--- src/rtl/seq_pkg.sv ---
// Package: shared constants for the sample access sequencer.
// Assumes a 4-bit step counter and an 8-bit control word.
package seq_pkg;
    localparam int STEP_W    = 4;
    localparam int CTRL_W    = 8;
    localparam int JUMP_FROM = 5;
    localparam int JUMP_TO   = 8;
    localparam int LAST_STEP = 11;

    // control word bit positions
    localparam int B_ROW  = 0;
    localparam int B_COL  = 1;
    localparam int B_WE   = 2;
    localparam int B_CONV = 3;
    localparam int B_ENDN = 4;
    localparam int B_CAP  = 5;

    localparam logic [CTRL_W-1:0] CTRL_IDLE = 8'h10;
endpackage

--- src/rtl/req_catch.sv ---
// Module: req_catch
// Synchronises one asynchronous sample clock, detects its rising edge and
// holds the request in a set/reset latch until clr. Set wins over clear.
module req_catch #(
    parameter int SYNC_STAGES = 2
) (
    input  logic clk,
    input  logic rst_n,
    input  logic sclk,
    input  logic clr,
    output logic pend
);
    logic [SYNC_STAGES-1:0] sync_q;
    logic                   last_q;
    logic                   rise;

    genvar g;
    generate
        for (g = 0; g < SYNC_STAGES; g++) begin : g_sync
            // one stage of the synchroniser chain
            always_ff @(posedge clk) begin
                if (!rst_n) sync_q[g] <= 1'b0;
                else if (g == 0) sync_q[g] <= sclk;
                else sync_q[g] <= sync_q[(g == 0) ? 0 : g-1];
            end
        end
    endgenerate

    // remember the previous synchronised level for edge detection
    always_ff @(posedge clk) begin
        if (!rst_n) last_q <= 1'b0;
        else        last_q <= sync_q[SYNC_STAGES-1];
    end

    assign rise = sync_q[SYNC_STAGES-1] && !last_q;

    // request latch: set by an edge, cleared by the end of the operation
    always_ff @(posedge clk) begin
        if (!rst_n)    pend <= 1'b0;
        else if (rise) pend <= 1'b1;
        else if (clr)  pend <= 1'b0;
    end

    // a request is only set by a fresh edge
    a_r9_set_by_edge: assert property (@(posedge clk) disable iff (!rst_n)
        $rose(pend) |-> $past(rise));
endmodule

--- src/rtl/step_counter.sv ---
// Module: step_counter
// Step counter that jumps from JUMP_FROM to JUMP_TO and wraps after LAST_STEP.
// Held at zero while not enabled.
module step_counter
    import seq_pkg::*;
(
    input  logic              clk,
    input  logic              rst_n,
    input  logic              en,
    output logic [STEP_W-1:0] cnt
);
    logic [STEP_W-1:0] nxt;

    // next-step selection including the jump
    always_comb begin
        if (!en)                                    nxt = '0;
        else if (cnt == STEP_W'(JUMP_FROM))         nxt = STEP_W'(JUMP_TO);
        else if (cnt == STEP_W'(LAST_STEP))         nxt = '0;
        else                                        nxt = cnt + 1'b1;
    end

    // step register
    always_ff @(posedge clk) begin
        if (!rst_n) cnt <= '0;
        else        cnt <= nxt;
    end

    // only legal step values ever appear
    a_r2_step_legal: assert property (@(posedge clk) disable iff (!rst_n)
        !(cnt inside {4'd6, 4'd7, 4'd12, 4'd13, 4'd14, 4'd15}));
endmodule

--- src/rtl/ctrl_rom.sv ---
// Module: ctrl_rom
// Constant 32 x 8 control table. Address bit 4 is the read/write select
// (1 = read), so reads use the upper half. Unused steps give the idle word.
module ctrl_rom
    import seq_pkg::*;
(
    input  logic [4:0]        addr,
    output logic [CTRL_W-1:0] word
);
    // table lookup; bit0 row, bit1 col, bit2 we, bit3 conv, bit4 end_n, bit5 cap
    always_comb begin
        case (addr)
            5'h00: word = 8'h18;   // write: start conversion
            5'h02: word = 8'h11;   // row
            5'h03: word = 8'h13;   // row + col
            5'h04: word = 8'h17;   // row + col + write
            5'h08: word = 8'h11;
            5'h09: word = 8'h17;
            5'h0A: word = 8'h00;   // end of write
            5'h12: word = 8'h11;   // read: row
            5'h13: word = 8'h13;
            5'h14: word = 8'h33;   // capture first nibble
            5'h18: word = 8'h11;
            5'h19: word = 8'h33;   // capture second nibble
            5'h1A: word = 8'h00;   // end of read
            default: word = CTRL_IDLE;
        endcase
    end
endmodule

--- src/rtl/sample_seq_top.sv ---
// Module: sample_seq_top
// Arbitrates write and read requests (write first), runs the step counter
// for the granted one, and registers control-table outputs and nibble bits.
// Assumes sample clocks are much slower than clk.
module sample_seq_top
    import seq_pkg::*;
#(
    parameter int PTR_W       = 11,
    parameter int SYNC_STAGES = 2
) (
    input  logic             clk,
    input  logic             rst_n,
    input  logic             wr_sclk,
    input  logic             rd_sclk,
    output logic             busy,
    output logic             op_is_rd,
    output logic [3:0]       step,
    output logic             row_stb,
    output logic             col_stb,
    output logic             mem_we,
    output logic             cap_stb,
    output logic             conv_start,
    output logic             nib_rd,
    output logic             nib_wr,
    output logic [PTR_W-1:0] wr_ptr,
    output logic [PTR_W-1:0] rd_ptr
);
    logic              wr_pend, rd_pend;
    logic              active, sel_rd;
    logic [STEP_W-1:0] cnt;
    logic [CTRL_W-1:0] rom_word, ctrl_q;
    logic              nib_rd_q, nib_wr_q;
    logic              end_hit, clr_wr, clr_rd;

    assign end_hit = active && !ctrl_q[B_ENDN];
    assign clr_wr  = end_hit && !sel_rd;
    assign clr_rd  = end_hit &&  sel_rd;

    req_catch #(.SYNC_STAGES(SYNC_STAGES)) i_wr_req (
        .clk(clk), .rst_n(rst_n), .sclk(wr_sclk), .clr(clr_wr), .pend(wr_pend));
    req_catch #(.SYNC_STAGES(SYNC_STAGES)) i_rd_req (
        .clk(clk), .rst_n(rst_n), .sclk(rd_sclk), .clr(clr_rd), .pend(rd_pend));

    step_counter i_cnt (.clk(clk), .rst_n(rst_n), .en(active), .cnt(cnt));

    ctrl_rom i_rom (.addr({sel_rd, cnt}), .word(rom_word));

    // grant logic: write has priority, one operation at a time
    always_ff @(posedge clk) begin
        if (!rst_n) begin
            active <= 1'b0;
            sel_rd <= 1'b0;
        end else if (!active) begin
            if (wr_pend) begin
                active <= 1'b1;
                sel_rd <= 1'b0;
            end else if (rd_pend) begin
                active <= 1'b1;
                sel_rd <= 1'b1;
            end
        end else if (end_hit) begin
            active <= 1'b0;
        end
    end

    // output register stage for table word and counter bits
    always_ff @(posedge clk) begin
        if (!rst_n) begin
            ctrl_q   <= CTRL_IDLE;
            nib_rd_q <= 1'b0;
            nib_wr_q <= 1'b0;
        end else begin
            ctrl_q   <= active ? rom_word : CTRL_IDLE;
            nib_rd_q <= active && cnt[2];
            nib_wr_q <= active && cnt[3];
        end
    end

    // sample pointers advanced by the end code
    always_ff @(posedge clk) begin
        if (!rst_n) begin
            wr_ptr <= '0;
            rd_ptr <= '0;
        end else begin
            if (clr_wr) wr_ptr <= wr_ptr + 1'b1;
            if (clr_rd) rd_ptr <= rd_ptr + 1'b1;
        end
    end

    assign busy       = active;
    assign op_is_rd   = sel_rd;
    assign step       = cnt;
    assign row_stb    = ctrl_q[B_ROW];
    assign col_stb    = ctrl_q[B_COL];
    assign mem_we     = ctrl_q[B_WE];
    assign conv_start = ctrl_q[B_CONV];
    assign cap_stb    = ctrl_q[B_CAP];
    assign nib_rd     = nib_rd_q;
    assign nib_wr     = nib_wr_q;

    // counter rests at zero while nothing is granted
    a_r2_idle_zero: assert property (@(posedge clk) disable iff (!rst_n)
        !active |-> cnt == '0);
    // the kind of operation cannot change mid-operation
    a_r3_kind_stable: assert property (@(posedge clk) disable iff (!rst_n)
        active && $past(active) |-> $stable(sel_rd));
    // converter start only in write operations
    a_r5_conv_write_only: assert property (@(posedge clk) disable iff (!rst_n)
        ctrl_q[B_CONV] |-> active && !sel_rd);
    // capture and no write strobe in reads
    a_r6_read_no_we: assert property (@(posedge clk) disable iff (!rst_n)
        ctrl_q[B_CAP] |-> active && sel_rd && !ctrl_q[B_WE]);
    // pointers only ever step by one
    a_r7_wr_ptr_step: assert property (@(posedge clk) disable iff (!rst_n)
        wr_ptr != $past(wr_ptr) |-> wr_ptr == $past(wr_ptr) + 1'b1);
    a_r7_rd_ptr_step: assert property (@(posedge clk) disable iff (!rst_n)
        rd_ptr != $past(rd_ptr) |-> rd_ptr == $past(rd_ptr) + 1'b1);
endmodule

--- config.mk ---
export PLATFORM = sky130hd
export DESIGN_NAME = sample_seq_top
export DESIGN_NICKNAME = d
export VERILOG_FILES = /design/src/rtl/seq_pkg.sv /design/src/rtl/req_catch.sv /design/src/rtl/step_counter.sv /design/src/rtl/ctrl_rom.sv /design/src/rtl/sample_seq_top.sv
export SDC_FILE = /design/constraint.sdc
export NUM_CORES = 1
export LEC_CHECK = 0
export ABC_AREA = 1
export BUFFER_PORTS_ARGS = -buffer_cell sky130_fd_sc_hd__buf_4
export CAP_MARGIN = 20
export CORE_ASPECT_RATIO = 1.4
export CORE_MARGIN = 2
export CORE_UTILIZATION = 55
export CTS_BUF_LIST = sky130_fd_sc_hd__clkbuf_16
export CTS_CLUSTER_SIZE = 30
export DETAILED_ROUTE_END_ITERATION = 10
export PLACE_DENSITY = 0.92
export REMOVE_ABC_BUFFERS = 1
export SLEW_MARGIN = 20
export SYNTH_ARGS = -nofsm -noshare
export SYNTH_HDL_FRONTEND = slang
export SYNTH_SLANG_ARGS = --single-unit
--- constraint.sdc ---
create_clock -name clk -period 2.7 [get_ports clk]
set_clock_uncertainty 0.15 [all_clocks]
set_input_delay 0.135 -clock clk [delete_from_list [all_inputs] [get_ports clk]]
set_output_delay 0.135 -clock clk [all_outputs]
set_load 0.01 [all_outputs]
==> results.json <==
{
  "cts_max_level": 2,
  "post-cts-setup-buffer-count": 0,
  "gp_congestion": 0.823,
  "synth_seq_area_share_pct": 46.6,
  "criticalPathCategory": "reg2reg",
  "grt_overflow": 0,
  "synth_top_area_share_pct": 46.6,
  "multiInputGateArea_um2": 816,
  "slowest_stage": "dfxtp_1",
  "num_vias": 1710,
  "ant_nets": 0,
  "outcome": "finished clean",
  "regArea_um2": 881,
  "insertion_delay_ns": 0.29,
  "period_share_pct": 56.6,
  "first_global_vias": 1633,
  "final_cell_area_um2": 2390,
  "yosys_warnings": 0,
  "wl_per_cell_um": 11.8,
  "p_per_area_nw_per_um2": 578,
  "die_h_um": 73.4,
  "ys_top_cells_by_area": "dfxtp_1, nand2_1, inv_1",
  "place_area_um2": 2210,
  "ys_async_sr_fraction_pct": 0,
  "critPathLaunchType": "flop",
  "cts.path.max_buffers": 2,
  "coreArea_um2": 3350,
  "yosys.area.top_type": "dfxtp_1",
  "ys.flop_type": "dfxtp_1",
  "antenna_found_initial": 0,
  "ys_types": 23,
  "finalSetupViolCount": 0,
  "max_slew_margin_pct": 75.8,
  "max_freq_mhz": 654,
  "synthTopCellsByCount": "nand2_1, inv_1, dfxtp_1",
  "endpoint_kind": "flop",
  "critPathMaxFanout": 8,
  "drt_first_pass_iters": 4,
  "hold_viol_final": 0,
  "grt_max_degree": 30,
  "io_buffers": 38,
  "synth_edf_count": 0,
  "numCtsBuffers": 5,
  "instances_no_fill": 336,
  "n_antenna_cell": 0,
  "tightest_slew_ns": 0.362,
  "critPathRequiredTime_ns": 2.71,
  "peakVddDrop_mv": 0.537,
  "leakagePower_nw": 1.08,
  "rsz0062_at_grt": "no",
  "cts_root_buf": "clkbuf_16",
  "cts.sinks": 44,
  "rows": 25,
  "avgViaCountPerCell": 5.09,
  "finalSetupTns_ns": 0,
  "nFillCells": 252,
  "grt_pass1_wl_mm": 6.87,
  "finalMaxSlewViolations": 0,
  "syn_inst": 251,
  "start_util_pct": 56.4,
  "dp_hpwl_mm": 2.77,
  "drtIter0Drc": 46,
  "critPathMaxStageDelay_ns": 0.46,
  "syn_area_per_cell_um2": 7.53,
  "drcViolationCount": 0,
  "dieArea_um2": 3930,
  "crit_chain": "inv_1, ha_1, nand2_1, nor2_1, a31oi_1, a21oi_1",
  "dp_cells": 326,
  "clk_pin_slew_worst_paths_ns": 0.06,
  "grt_usage_pct": 23.9,
  "arrival_ns": 1.54,
  "num_io_pins": 39,
  "wirelength_mm": 3.95,
  "die_w_um": 53.5,
  "layout-drive-gt1-share_pct": 17.2,
  "syn-cell-area_um2": 1890,
  "path_delay_family": "flip-flops",
  "hold_class": "in2reg",
  "drv_cap": 0,
  "area_delta_synth_final_pct": 26.6,
  "period_minus_slack_ns": 1.53,
  "synth.ff_latch_count": 44,
  "cts_tree": "done",
  "synth_most_common_cell": "nand2_1",
  "final_nets": 305,
  "crit_buf_inv": 1
}
-- cell families (layout without fill, tap and decap cells) --
group | after synthesis | count (layout) | share of synthesized area (%)
buffers and inverters | 50 | 95 | 10.2
AOI/OAI and AO/OA | 30 | 30 | 8.74
and+or+nand+nor | 120 | 120 | 30.0
xor gates and xnor gates | 1 | 1 | 0.464
adders and majority gates | 6 | 6 | 3.97
DFF | 44 | 44 | 46.6
-- power by group --
group	leakage (nW)	switching, mW	total [mW]	internal [mW]
Clock	0.0789	0.234	0.664	0.429
Combinational	0.650	0.0276	0.0476	0.0201
Sequential	0.356	0.0107	0.670	0.659
Total	1.08	0.273	1.38	1.11
-- final cells by class --
cell class | instances | area share [%]
Multi-Input combinational cell | 157 | 34.1
Sequential cell | 44 | 36.8
Clock inverter | 3 | 1.57
Timing Repair Buffer | 40 | 12.8
Inverter | 47 | 7.38
Clock buffer | 5 | 5.23
Tap cell | 40 | 2.09
-- worst register-to-register path, cell delays in order, from the launching register on --
cell	delay, ns
dfxtp_1	0.46
inv_1	0.10
ha_1	0.22
nand2_1	0.06
nor2_1	0.04
a31oi_1	0.26
a21oi_1	0.11
-- registers in the layout (all words and copies together), names as in the netlist --
| signal | cells |
|---|---|
| i_wr_req.sync_q | 2 |
| rd_ptr | 11 |
| nib_wr | 1 |
| ctrl_q | 6 |
| i_rd_req.sync_q | 2 |
| busy | 1 |
| i_wr_req.last_q | 1 |
| wr_ptr | 11 |
| i_rd_req.last_q | 1 |
| i_wr_req.pend | 1 |
| i_rd_req.pend | 1 |
| nib_rd | 1 |
| op_is_rd | 1 |
| i_cnt.cnt | 4 |
-- stage by stage --
| stage | util (%) | total power, mW | hold slack, ns | worst slack (ns) |
|---|---|---|---|---|
| after floorplan | - | 0.706 | 0.0785 | 1.28 |
| after global placement | 66.0 | 0.727 | 0.173 | 1.29 |
| after detailed placement | 66.0 | 0.729 | 0.177 | 1.21 |
| after CTS | 71.4 | 1.39 | 0.0714 | 1.18 |
| after global routing | 71.4 | 1.42 | 0.0836 | 1.02 |
| final | 71.4 | 1.38 | 0.0752 | 1.17 |
-- what timing repair did --
| action | 4_1_cts | 5_1_grt |
|---|---|---|
| endpoints found under the hold margin | 2 | 0 |
| hold buffers | 2 | 0 |
| gates resized for setup | 0 | 0 |
-- routing by layer --
metal / up-vias / track usage (%) / part of all wire (%)
li1: 883 / - / -
met1: 776 / 25.2 / 39
met2: 41 / 42.4 / 53
met3: 10 / 6.30 / 4.6
met4: 0 / 12.0 / 3.0
met5: - / 0 / 0
-- path summary, 6_finish.rpt --
| check | slack [ns] | to | startpoint | cells after the start |
|---|---|---|---|---|
| hold / removal | 0.08 | i_rd_req.sync_q[1] | rst_n | 3 |
| setup reg to reg | 1.17 | ctrl_q[1] | i_cnt.cnt[0] | 6 |
| setup / recovery | 1.17 | ctrl_q[1] | i_cnt.cnt[0] | 6 |
| hold reg to reg | 0.27 | i_rd_req.sync_q[1] | i_rd_req.sync_q[0] | 2 |
-- placed cells by master, fill, tap and decap left out, drive strengths merged, types with 3 or more instances in the layout --
cell type,instances
nand4,6
nand2,51
nor3,3
inv,47
buf,38
nand3,22
o21ai,10
clkbuf,5
nor2,35
a21oi,13
dfxtp,44
ha,6
No activity file was read; power rests on OpenSTA's default activity.
